**src/rtl/mt_pkg.sv**
```systemverilog
package mt_pkg;

  typedef enum logic [1:0] {
    FSEL_WB_RD = 2'd0,
    FSEL_WB_WR = 2'd1,
    FSEL_FILL  = 2'd2
  } flashSel_t;

  typedef struct packed {
    logic      latchReq;
    logic      touch;
    logic      setTgt;
    logic      wbCapture;
    logic      wbCommit;
    logic      fillCommit;
    flashSel_t fsel;
  } mtCtrl_t;

  typedef enum logic [2:0] {
    ST_IDLE   = 3'd0,
    ST_LOOKUP = 3'd1,
    ST_WB_RD  = 3'd2,
    ST_WB_WR  = 3'd3,
    ST_FILL   = 3'd4
  } mtState_t;

endpackage

```
**src/rtl/mt_datapath.sv**
```systemverilog
module mt_datapath
  import mt_pkg::*;
#(
  parameter int LPN_W    = 10,
  parameter int PPN_W    = 12,
  parameter int ENTRIES  = 16,
  parameter int PER_PAGE = 64,
  parameter int FADDR_W  = 6
) (
  input  logic                        clk,
  input  logic                        rstN,
  input  mtCtrl_t                     ctrl,
  input  logic [LPN_W-1:0]            reqLpn,
  input  logic                        reqUpdate,
  input  logic [PPN_W-1:0]            reqPpn,
  output logic                        hit,
  output logic                        missDirty,
  output logic [PPN_W-1:0]            donePpn,
  output logic [FADDR_W-1:0]          flashCmdAddr,
  output logic [PER_PAGE*PPN_W-1:0]   flashWrData,
  input  logic [PER_PAGE*PPN_W-1:0]   flashRdData
);

  localparam int IDX_W  = $clog2(ENTRIES);
  localparam int OFF_W  = $clog2(PER_PAGE);
  localparam int TP_W   = LPN_W - OFF_W;
  localparam int NUM_TP = 1 << TP_W;
  localparam int PAGE_W = PER_PAGE * PPN_W;
  localparam logic [IDX_W-1:0] AGE_MAX = IDX_W'(ENTRIES - 1);

  logic [ENTRIES-1:0] vld, dty;
  logic [LPN_W-1:0]   lpnArr [ENTRIES];
  logic [PPN_W-1:0]   ppnArr [ENTRIES];
  logic [IDX_W-1:0]   age    [ENTRIES];

  logic [LPN_W-1:0]   rLpn;
  logic               rUpd;
  logic [PPN_W-1:0]   rPpn;
  logic [IDX_W-1:0]   tgt;

  logic [FADDR_W-1:0] dir [NUM_TP];
  logic [FADDR_W-1:0] appendPtr;
  logic [PAGE_W-1:0]  pageBuf;

  logic [ENTRIES-1:0] hitVec, maxMask;
  logic [IDX_W-1:0]   hitIdx, freeIdx, victimIdx;
  logic               hasFree;

  always_comb begin
    hitIdx    = '0;
    victimIdx = '0;
    freeIdx   = '0;
    for (int i = 0; i < ENTRIES; i++) begin
      hitVec[i]  = vld[i] && (lpnArr[i] == rLpn);
      maxMask[i] = (age[i] == AGE_MAX);
    end
    for (int i = ENTRIES - 1; i >= 0; i--) begin
      if (hitVec[i])  hitIdx    = IDX_W'(i);
      if (maxMask[i]) victimIdx = IDX_W'(i);
      if (!vld[i])    freeIdx   = IDX_W'(i);
    end
  end

  assign hit       = |hitVec;
  assign hasFree   = ~&vld;
  assign missDirty = !hasFree && dty[victimIdx];

  // victim location within its translation page
  logic [LPN_W-1:0]  victimLpn;
  logic [TP_W-1:0]   vPage, rPage;
  logic [OFF_W-1:0]  vOff, rOff;
  logic [PAGE_W-1:0] patched;

  assign victimLpn = lpnArr[tgt];
  assign vPage     = victimLpn[LPN_W-1:OFF_W];
  assign vOff      = victimLpn[OFF_W-1:0];
  assign rPage     = rLpn[LPN_W-1:OFF_W];
  assign rOff      = rLpn[OFF_W-1:0];

  always_comb begin
    patched = flashRdData;
    patched[vOff*PPN_W +: PPN_W] = ppnArr[tgt];
  end

  always_comb begin
    unique case (ctrl.fsel)
      FSEL_WB_RD: flashCmdAddr = dir[vPage];
      FSEL_WB_WR: flashCmdAddr = appendPtr;
      default:    flashCmdAddr = dir[rPage];
    endcase
  end

  assign flashWrData = pageBuf;

  // request latch, target slot, page buffer, done value
  always_ff @(posedge clk) begin
    if (!rstN) begin
      rLpn    <= '0;
      rUpd    <= 1'b0;
      rPpn    <= '0;
      tgt     <= '0;
      pageBuf <= '0;
      donePpn <= '0;
    end else begin
      if (ctrl.latchReq) begin
        rLpn <= reqLpn;
        rUpd <= reqUpdate;
        rPpn <= reqPpn;
      end
      if (ctrl.setTgt)    tgt     <= hasFree ? freeIdx : victimIdx;
      if (ctrl.wbCapture) pageBuf <= patched;
      if (ctrl.touch)     donePpn <= rUpd ? rPpn : ppnArr[hitIdx];
    end
  end

  // cache array and recency ages
  always_ff @(posedge clk) begin
    if (!rstN) begin
      vld <= '0;
      dty <= '0;
      for (int i = 0; i < ENTRIES; i++) begin
        lpnArr[i] <= '0;
        ppnArr[i] <= '0;
        age[i]    <= IDX_W'(i);
      end
    end else begin
      if (ctrl.touch) begin
        for (int i = 0; i < ENTRIES; i++) begin
          if (IDX_W'(i) == hitIdx)        age[i] <= '0;
          else if (age[i] < age[hitIdx])  age[i] <= age[i] + 1'b1;
        end
        if (rUpd) begin
          ppnArr[hitIdx] <= rPpn;
          dty[hitIdx]    <= 1'b1;
        end
      end
      if (ctrl.wbCommit) begin
        vld[tgt] <= 1'b0;
        dty[tgt] <= 1'b0;
      end
      if (ctrl.fillCommit) begin
        vld[tgt]    <= 1'b1;
        dty[tgt]    <= 1'b0;
        lpnArr[tgt] <= rLpn;
        ppnArr[tgt] <= flashRdData[rOff*PPN_W +: PPN_W];
      end
    end
  end

  // on-chip directory and append location of the translation area
  always_ff @(posedge clk) begin
    if (!rstN) begin
      appendPtr <= FADDR_W'(NUM_TP);
      for (int t = 0; t < NUM_TP; t++) dir[t] <= FADDR_W'(t);
    end else if (ctrl.wbCommit) begin
      dir[vPage] <= appendPtr;
      appendPtr  <= appendPtr + 1'b1;
    end
  end

  assert_one_hit_R1: assert property (@(posedge clk) disable iff (!rstN)
    $onehot0(hitVec));

  assert_lru_order_R3: assert property (@(posedge clk) disable iff (!rstN)
    $onehot(maxMask));

  assert_fill_hits_R2: assert property (@(posedge clk) disable iff (!rstN)
    ctrl.fillCommit |=> hit);

  assert_update_dirty_R6: assert property (@(posedge clk) disable iff (!rstN)
    (ctrl.touch && rUpd) |=> (dty[$past(hitIdx)] && ppnArr[$past(hitIdx)] == $past(rPpn)));

endmodule

```
**src/rtl/mt_control.sv**
```systemverilog
module mt_control
  import mt_pkg::*;
(
  input  logic    clk,
  input  logic    rstN,
  input  logic    reqValid,
  output logic    reqReady,
  input  logic    hit,
  input  logic    missDirty,
  output logic    doneValid,
  output logic    flashCmdValid,
  output logic    flashCmdWrite,
  input  logic    flashAck,
  output mtCtrl_t ctrl
);

  mtState_t state, nextState;

  always_comb begin
    nextState = state;
    unique case (state)
      ST_IDLE:   if (reqValid) nextState = ST_LOOKUP;
      ST_LOOKUP: if (hit) nextState = ST_IDLE;
                 else if (missDirty) nextState = ST_WB_RD;
                 else nextState = ST_FILL;
      ST_WB_RD:  if (flashAck) nextState = ST_WB_WR;
      ST_WB_WR:  if (flashAck) nextState = ST_FILL;
      ST_FILL:   if (flashAck) nextState = ST_LOOKUP;
      default:   nextState = ST_IDLE;
    endcase
  end

  always_ff @(posedge clk) begin
    if (!rstN) begin
      state     <= ST_IDLE;
      doneValid <= 1'b0;
    end else begin
      state     <= nextState;
      doneValid <= (state == ST_LOOKUP) && hit;
    end
  end

  assign reqReady      = (state == ST_IDLE);
  assign flashCmdValid = (state == ST_WB_RD) || (state == ST_WB_WR) || (state == ST_FILL);
  assign flashCmdWrite = (state == ST_WB_WR);

  always_comb begin
    ctrl            = '0;
    ctrl.latchReq   = (state == ST_IDLE) && reqValid;
    ctrl.touch      = (state == ST_LOOKUP) && hit;
    ctrl.setTgt     = (state == ST_LOOKUP) && !hit;
    ctrl.wbCapture  = (state == ST_WB_RD) && flashAck;
    ctrl.wbCommit   = (state == ST_WB_WR) && flashAck;
    ctrl.fillCommit = (state == ST_FILL) && flashAck;
    ctrl.fsel       = (state == ST_WB_RD) ? FSEL_WB_RD :
                      (state == ST_WB_WR) ? FSEL_WB_WR : FSEL_FILL;
  end

  // per-translation flash cost counters, used only by the checks below
  logic [1:0] rdCnt, wrCnt;
  always_ff @(posedge clk) begin
    if (!rstN || (reqValid && reqReady)) begin
      rdCnt <= '0;
      wrCnt <= '0;
    end else if (flashCmdValid && flashAck) begin
      if (flashCmdWrite) wrCnt <= wrCnt + 1'b1;
      else               rdCnt <= rdCnt + 1'b1;
    end
  end

  assert_cost_bound_R4: assert property (@(posedge clk) disable iff (!rstN)
    doneValid |-> (rdCnt <= 2'd2 && wrCnt <= 2'd1));

  assert_single_flight_R9: assert property (@(posedge clk) disable iff (!rstN)
    (reqValid && reqReady) |=> !reqReady);

  assert_done_idle_R9: assert property (@(posedge clk) disable iff (!rstN)
    doneValid |-> (reqReady && !flashCmdValid));

endmodule

```
**src/rtl/mapping_translator.sv**
```systemverilog
module mapping_translator
  import mt_pkg::*;
#(
  parameter int LPN_W    = 10,
  parameter int PPN_W    = 12,
  parameter int ENTRIES  = 16,
  parameter int PER_PAGE = 64,
  parameter int FADDR_W  = 6
) (
  input  logic                      clk,
  input  logic                      rstN,
  input  logic                      reqValid,
  output logic                      reqReady,
  input  logic [LPN_W-1:0]          reqLpn,
  input  logic                      reqUpdate,
  input  logic [PPN_W-1:0]          reqPpn,
  output logic                      doneValid,
  output logic [PPN_W-1:0]          donePpn,
  output logic                      flashCmdValid,
  output logic                      flashCmdWrite,
  output logic [FADDR_W-1:0]        flashCmdAddr,
  output logic [PER_PAGE*PPN_W-1:0] flashWrData,
  input  logic                      flashAck,
  input  logic [PER_PAGE*PPN_W-1:0] flashRdData
);

  mtCtrl_t ctrl;
  logic    hit, missDirty;

  mt_control u_ctrl (
    .clk           (clk),
    .rstN          (rstN),
    .reqValid      (reqValid),
    .reqReady      (reqReady),
    .hit           (hit),
    .missDirty     (missDirty),
    .doneValid     (doneValid),
    .flashCmdValid (flashCmdValid),
    .flashCmdWrite (flashCmdWrite),
    .flashAck      (flashAck),
    .ctrl          (ctrl)
  );

  mt_datapath #(
    .LPN_W    (LPN_W),
    .PPN_W    (PPN_W),
    .ENTRIES  (ENTRIES),
    .PER_PAGE (PER_PAGE),
    .FADDR_W  (FADDR_W)
  ) u_dp (
    .clk          (clk),
    .rstN         (rstN),
    .ctrl         (ctrl),
    .reqLpn       (reqLpn),
    .reqUpdate    (reqUpdate),
    .reqPpn       (reqPpn),
    .hit          (hit),
    .missDirty    (missDirty),
    .donePpn      (donePpn),
    .flashCmdAddr (flashCmdAddr),
    .flashWrData  (flashWrData),
    .flashRdData  (flashRdData)
  );

  assert_cmd_hold_R8: assert property (@(posedge clk) disable iff (!rstN)
    (flashCmdValid && !flashAck) |=>
      (flashCmdValid && $stable(flashCmdWrite) && $stable(flashCmdAddr)));

  assert_reset_idle_R10: assert property (@(posedge clk)
    !rstN |=> (reqReady && !doneValid && !flashCmdValid));

endmodule

```
**config.mk**
```make
export PLATFORM = sky130hd
export DESIGN_NAME = mapping_translator
export DESIGN_NICKNAME = d
export VERILOG_FILES = /design/src/rtl/mt_pkg.sv /design/src/rtl/mt_datapath.sv /design/src/rtl/mt_control.sv /design/src/rtl/mapping_translator.sv
export SDC_FILE = /design/constraint.sdc
export NUM_CORES = 2
export LEC_CHECK = 0
export BUFFER_PORTS_ARGS = -buffer_cell sky130_fd_sc_hd__buf_2
export CAP_MARGIN = 20
export CORE_AREA = 4 4 611 613
export CTS_BUF_LIST = sky130_fd_sc_hd__clkbuf_2 sky130_fd_sc_hd__clkbuf_4 sky130_fd_sc_hd__clkbuf_8
export DETAILED_ROUTE_END_ITERATION = 10
export DIE_AREA = 0 0 615 617
export GPL_TIMING_DRIVEN = 0
export PLACE_DENSITY = 0.46
export SYNTH_ARGS = -nofsm -noshare
export SYNTH_HDL_FRONTEND = slang
export SYNTH_SLANG_ARGS = --single-unit
export TNS_END_PERCENT = 50
```
**constraint.sdc**
```tcl
create_clock -name clk -period 8.79 [get_ports clk]
set_clock_uncertainty 0.1 [all_clocks]
set_input_delay 1.758 -clock clk [delete_from_list [all_inputs] [get_ports clk]]
set_output_delay 1.758 -clock clk [all_outputs]
set_load 0.03 [all_outputs]
```
# --- Yosys cells after proc, flatten, opt, wreduce, memory -nomap -nowiden ---
# Memory sizes are Yosys's and may differ from the RTL's. A register that Yosys moved wholly into a read port is not among the register bits.
# Index checks and enable logic that the tools add are counted.
op_classes:
  n_addsub: 18
  multipliers: 2
  order_cmp: 21
  n_eq_ne: 56
  n_shift: 3
  n_mux: 280
  bitwise: 38
  n_reduce_logical: 39
ops:
  columns: ["op", "n"]
  rows:
  - ["768-bit bitwise mux", 1]
  - ["12-bit by 34-bit variable shift with 768-bit output, first input constant", 1]
  - ["12-bit by 34-bit indexed part select with 768-bit output", 1]
  - ["768-bit by 11-bit indexed part select with 12-bit output", 1]
  - ["4-bit 2-to-1 mux", 91]
  - ["1-bit 2-to-1 mux", 162]
  - ["10-bit equality test", 16]
  - ["16-bit 2-to-1 mux", 9]
  - ["4-bit by 1-bit adder with 4-bit output, second input constant", 16]
  - ["4-bit equality test, second input constant", 16]
  - ["4-bit < comparator", 16]
  - ["16-bit AND", 3]
  - ["10-bit negator with 34-bit output", 1]
  - ["4-bit equality test, first input constant", 8]
  - ["1-bit bitwise OR", 32]
  - ["16-bit bitwise OR", 2]
  - ["1-bit logical AND", 25]
  - ["12-bit 2-to-1 mux", 2]
  - ["12-bit OR reduction", 2]
  - ["3-bit 2-to-1 mux", 6]
  - ["3-bit by 4-bit equality test with 1-bit output, first input constant", 4]
  - ["6-bit by 2-bit multiplier with 8-bit output, second input constant", 2]
  - ["16-bit NOT", 1]
  - ["16-bit AND reduction", 1]
  - ["other kinds (27)", 38]
totals:
  reg_bits: 837
  mem_bits_rw: 512
  inputBits: 795
  wordCells: 471
  mem_count: 4
memory_table:
  columns: ["name", "words", "word_bits", "read_ports", "rd_ports_with_merged_regs", "wr", "line_no", "rtl"]
  rows:
  - ["u_dp.ppnArr", 16, 12, 2, 2, 16, "mt_datapath.sv:33", "logic [PPN_W-1:0] ppnArr [ENTRIES];"]
  - ["u_dp.lpnArr", 16, 10, 17, 1, 16, "mt_datapath.sv:32", "logic [LPN_W-1:0] lpnArr [ENTRIES];"]
  - ["u_dp.dir", 16, 6, 2, 1, 16, "mt_datapath.sv:41", "logic [FADDR_W-1:0] dir [NUM_TP];"]
  - ["u_dp.age", 16, 4, 17, 0, 16, "mt_datapath.sv:34", "logic [IDX_W-1:0] age [ENTRIES];"]

# --- Logic depth before layout (Yosys ltp) ---
# An unclocked memory read counts as a cell.
logic_depth:
  word_depth: 32
  ltp_mapped: 27

# --- Cells and area by module ---
# A second synthesis with hierarchy kept.
unflattened:
  hier_cells: 7829
  area_unflattened_um2: 76091.7
by_module_without_submodules:
  columns: ["module", "instances", "cells_per_inst", "area_each_um2"]
  rows:
  - ["mt_datapath", 1, 7798, 75831.5]
  - ["mt_control", 1, 31, 260.2]

# --- Worst setup path after synthesis ---
# OpenSTA, ideal clock, no wires.
synth_path:
  kind: "register -> register"
  start: "register (tool-made name)"
  end: "register u_dp.pageBuf[87], in the netlist u_dp.flashWrData[87]"
  setup_time_ps: 125
  t_arrival_ps: 6896
  path_slack_ps: 1669
  stages_incl_launch_ff: 26
  n_path_buf: 10
  period_less_slack_ps: 7121
  cell_sequence: "dfxtp_1 -> buf_4 -> buf_4 -> buf_2 -> buf_4 -> buf_2 -> buf_2 -> buf_2 -> mux4_2 -> mux4_2 -> ha_1 -> fa_1 -> xnor2_2 -> nor2b_1 -> nand3_1 -> nor3_1 -> ha_1 -> clkbuf_1 -> inv_1 -> a31oi_1 -> and3_1 -> clkbuf_1 -> clkbuf_1 -> nand2_1 -> a32oi_1 -> o31ai_1"
synth_rtl:
  columns: ["element", "line_no", "rtl"]
  rows:
  - ["end signal: assignment", "mt_datapath.sv:111", "if (ctrl.wbCapture) pageBuf <= patched;"]
  - ["end: declaration", "mt_datapath.sv:43", "logic [PAGE_W-1:0] pageBuf;"]

==> out/metrics.csv <==
metric;value;unit
drive_gt1_share;31.4;%
finalWirelength;868000;µm
synth_edf_count;512;
synthToLayoutAreaGrowth;33.4;%
antenna_found_initial;390;
synth_fp_nets;8554;
async_flop_share;0;%
synthSimpleGateAreaFrac;17.9;%
grtUsageTotal;43.7;%
clock_sinks;1369;
vias;90200;
seqPwrFrac;31.0;%
clock_latency;1120;ps
arrival;9860;ps
grt_pass1_wl;1040000;µm
p_comb_share;33.1;%
worst_hold_path_type;flip-flop to flip-flop;
synthXorXnorAreaFrac;2.55;%
slowest_stage;nor3_1;
yosysWarnings;0;
drv_slew;0;
clock_path_buffers;4;
crit_path_start_kind;flip-flop;
path_cells;buf_4 > buf_6 > buf_6 > buf_4 > buf_4 > mux4_2 > mux4_2 > ha_1 > fa_1 > xnor2_2 > clkbuf_1 > clkbuf_1 > nand2_1 > nor3_1 > mux2i_1 > a211oi_1;
power.density;217;nW/µm²
worst_slew_pin_slew;1410;ps
io_pins;1585;
synthAdderAreaFrac;1.26;%
setup-violations-final;3;
rsz0062_at_grt;true;
hold_violations;0;
maxCapViolCount;0;
ys.flop_type;dfxtp_1;
first_pass_iters;9;
worst_path_most_repeated_cell;buf_4;
nets;10600;
yosysMostFrequentCell;nor2_1;
p_leak;36.8;nW
worst_ep_required_time;9680;ps
die_h;617;µm
placementRows;223;
ys_seq_area_share;43.3;%
drtAntennaViolNets;0;
end_kind;flip-flop;
violations;setup timing;
intPower;12.4;mW
die-width;615;µm
ir_drop;143;µV
clock_power_share;35.8;%
dpl.hpwl;737000;µm
root_buffer;clkbuf_8;
vias_per_cell;5.96;
die_area;379000;µm²
gp_congestion;1.09;
slew_headroom;5.49;%
slowest_delay;990;ps
timing_worst_setup_path_type;flip-flop to flip-flop;
cts_tree;yes;
synthMuxAreaShare;15.9;%
post-route-drc-count;0;
synth_top_area_share;22.8;%
path_clk_slew;70;ps
fmax;112;MHz
synth-seq-cells;1369;
core-area;368000;µm²
outcome;finished, violations left;
finalCritPeriodShare;102;%
synth_area_leaders;dfxtp_1 23%, edfxtp_1 20%, mux4_2 12%;
setup_tns;-366;ps
synth_top_family_by_area;simple AND/OR/NAND/NOR gates;
p_sw;9.32;mW
synth-compound-area-share;15.5;%
portBuffers;1583;
crit_buf_inv;7;
avgSynthCellArea;9.79;µm²
min_period;8970;ps
fin_cells;15100;
synth_common_cells;918 x nor2_1, 857 x dfxtp_1, 852 x nand2_1;
synthesis.area;75200;µm²
post-place-cells;14300;
wl_per_cell;57.4;µm
cp_max_fo;19;
start_util;20.4;%
synth_cell_types;102;
yosysTopAreaCell;dfxtp_1;
grt_max_degree;23;
netlist_instances;7684;
numCtsBuffers;288;
grt_pass1_vias;80400;
htreeDepth;5;
stdcell_area;100000;µm²
sw_frac_of_total;42.9;%
setup_ws;-178;ps
overflow;0;
ctsHoldBuffers;0;
path_delay_family;buffers and inverters;
placed_area;92700;µm²
drtIter0Drc;14900;
[repair_timing]
action,4_1_cts,5_1_grt
gates resized for setup,72,57
pin swaps,1,6
buffers inserted,0,2
endpoints found under the setup margin,813,264
gates cloned,0,0
[per-stage QoR]
step / hold slack [ps] / power [mW] / utilization, % / setup slack, ps
floorplan: 336 / 9.10 / - / 1670
global placement: 325 / 12.9 / 24.2 / -4900
CTS: 343 / 21.0 / 26.9 / -19.2
detailed placement: 334 / 13.3 / 25.2 / -2960
global route: 368 / 21.5 / 27.1 / -36.9
finish: 339 / 21.7 / 27.3 / -178
[worst reg2reg max path: cells and delay by family (launching register included)]
kind,cells,cell delay (ps)
buf+inv,7,3060
simple gates,2,1820
mux,3,1600
fa+ha+maj,2,970
xor+xnor,1,700
flops,1,310
compound gates,1,310
[state kept, by name, indices dropped and copies added (netlist names), named ones only]
name	flops
u_dp.flashWrData	768
u_dp.appendPtr	6
u_dp.tgt	4
u_dp.lpnArr	160
u_dp.donePpn	12
u_dp.rPpn	12
u_dp.rLpn	10
u_dp.dir	96
u_dp.age	64
u_ctrl.state	3
u_dp.ppnArr	192
u_ctrl.doneValid	1
u_dp.dty	16
u_dp.vld	16
u_dp.rUpd	1
[kinds of logic after synthesis]
family	after synthesis
adders and majority gates	75
and+or+nand+nor	2930
DFF	1369
buffers and inverters	674
muxes	676
xor gates and xnor gates	211
AOI/OAI and AO/OA	1749
[layout by cell type, fill, tap and decap left out, types with 272 or more instances in the layout]
master / Yosys / final
clkbuf_8: 0 / 342
dfxtp_1: 857 / 857
mux4_2: 416 / 416
a21oi_1: 301 / 298
diode_2: 0 / 318
nand2_1: 852 / 844
nor3_1: 285 / 272
edfxtp_1: 512 / 512
nor2_1: 918 / 888
buf_2: 77 / 1672
clkbuf_1: 453 / 376
o21ai_0: 523 / 499
[worst paths after layout]
kind	start	depth (start not counted)	slack [ps]	endpoint
setup / recovery	flip-flop	16	-180	u_dp.flashWrData[44]
hold / removal	u_dp.flashWrData[52]	2	340	u_dp.flashWrData[52]
setup reg to reg	flip-flop	16	-180	u_dp.flashWrData[44]
hold reg to reg	u_dp.flashWrData[52]	2	340	u_dp.flashWrData[52]
[power groups by stage]
stage / logic, mW / registers (mW) / clock network (mW)
3_3_place_gp: 6.04 / 6.88 / 0
6_report: 7.20 / 6.75 / 7.79
4_1_cts: 6.50 / 6.74 / 7.75
3_5_place_dp: 6.43 / 6.88 / 0
5_1_grt: 6.80 / 6.75 / 7.98
2_1_floorplan: 2.25 / 6.85 / 0
[layer usage]
layer  part of all wire, %  up-vias  global-route usage [%]  wire (µm)
met5                 0.091        -                   0.846        792
met4                    13       58                    48.0     115000
met3                    12     2881                    19.2     105000
met2                    41     8268                    62.1     356000
met1                    33    45600                    46.0     291000
li1                      -    33400                       -          -
[area by class of cell]
| cell class | count | area [µm²] |
|---|---|---|
| tap | 4837 | 6050 |
| fill | 40000 | 268000 |
| clock inverter | 80 | 759 |
| clock buffer | 420 | 5290 |
| inverter | 65 | 244 |
| multi-input combinational | 5641 | 40600 |
| timing repair buffer | 1800 | 11400 |
| buffer | 601 | 2610 |
| sequential | 1369 | 32500 |
| antenna | 318 | 796 |
Power figures use the tool's default switching activity.
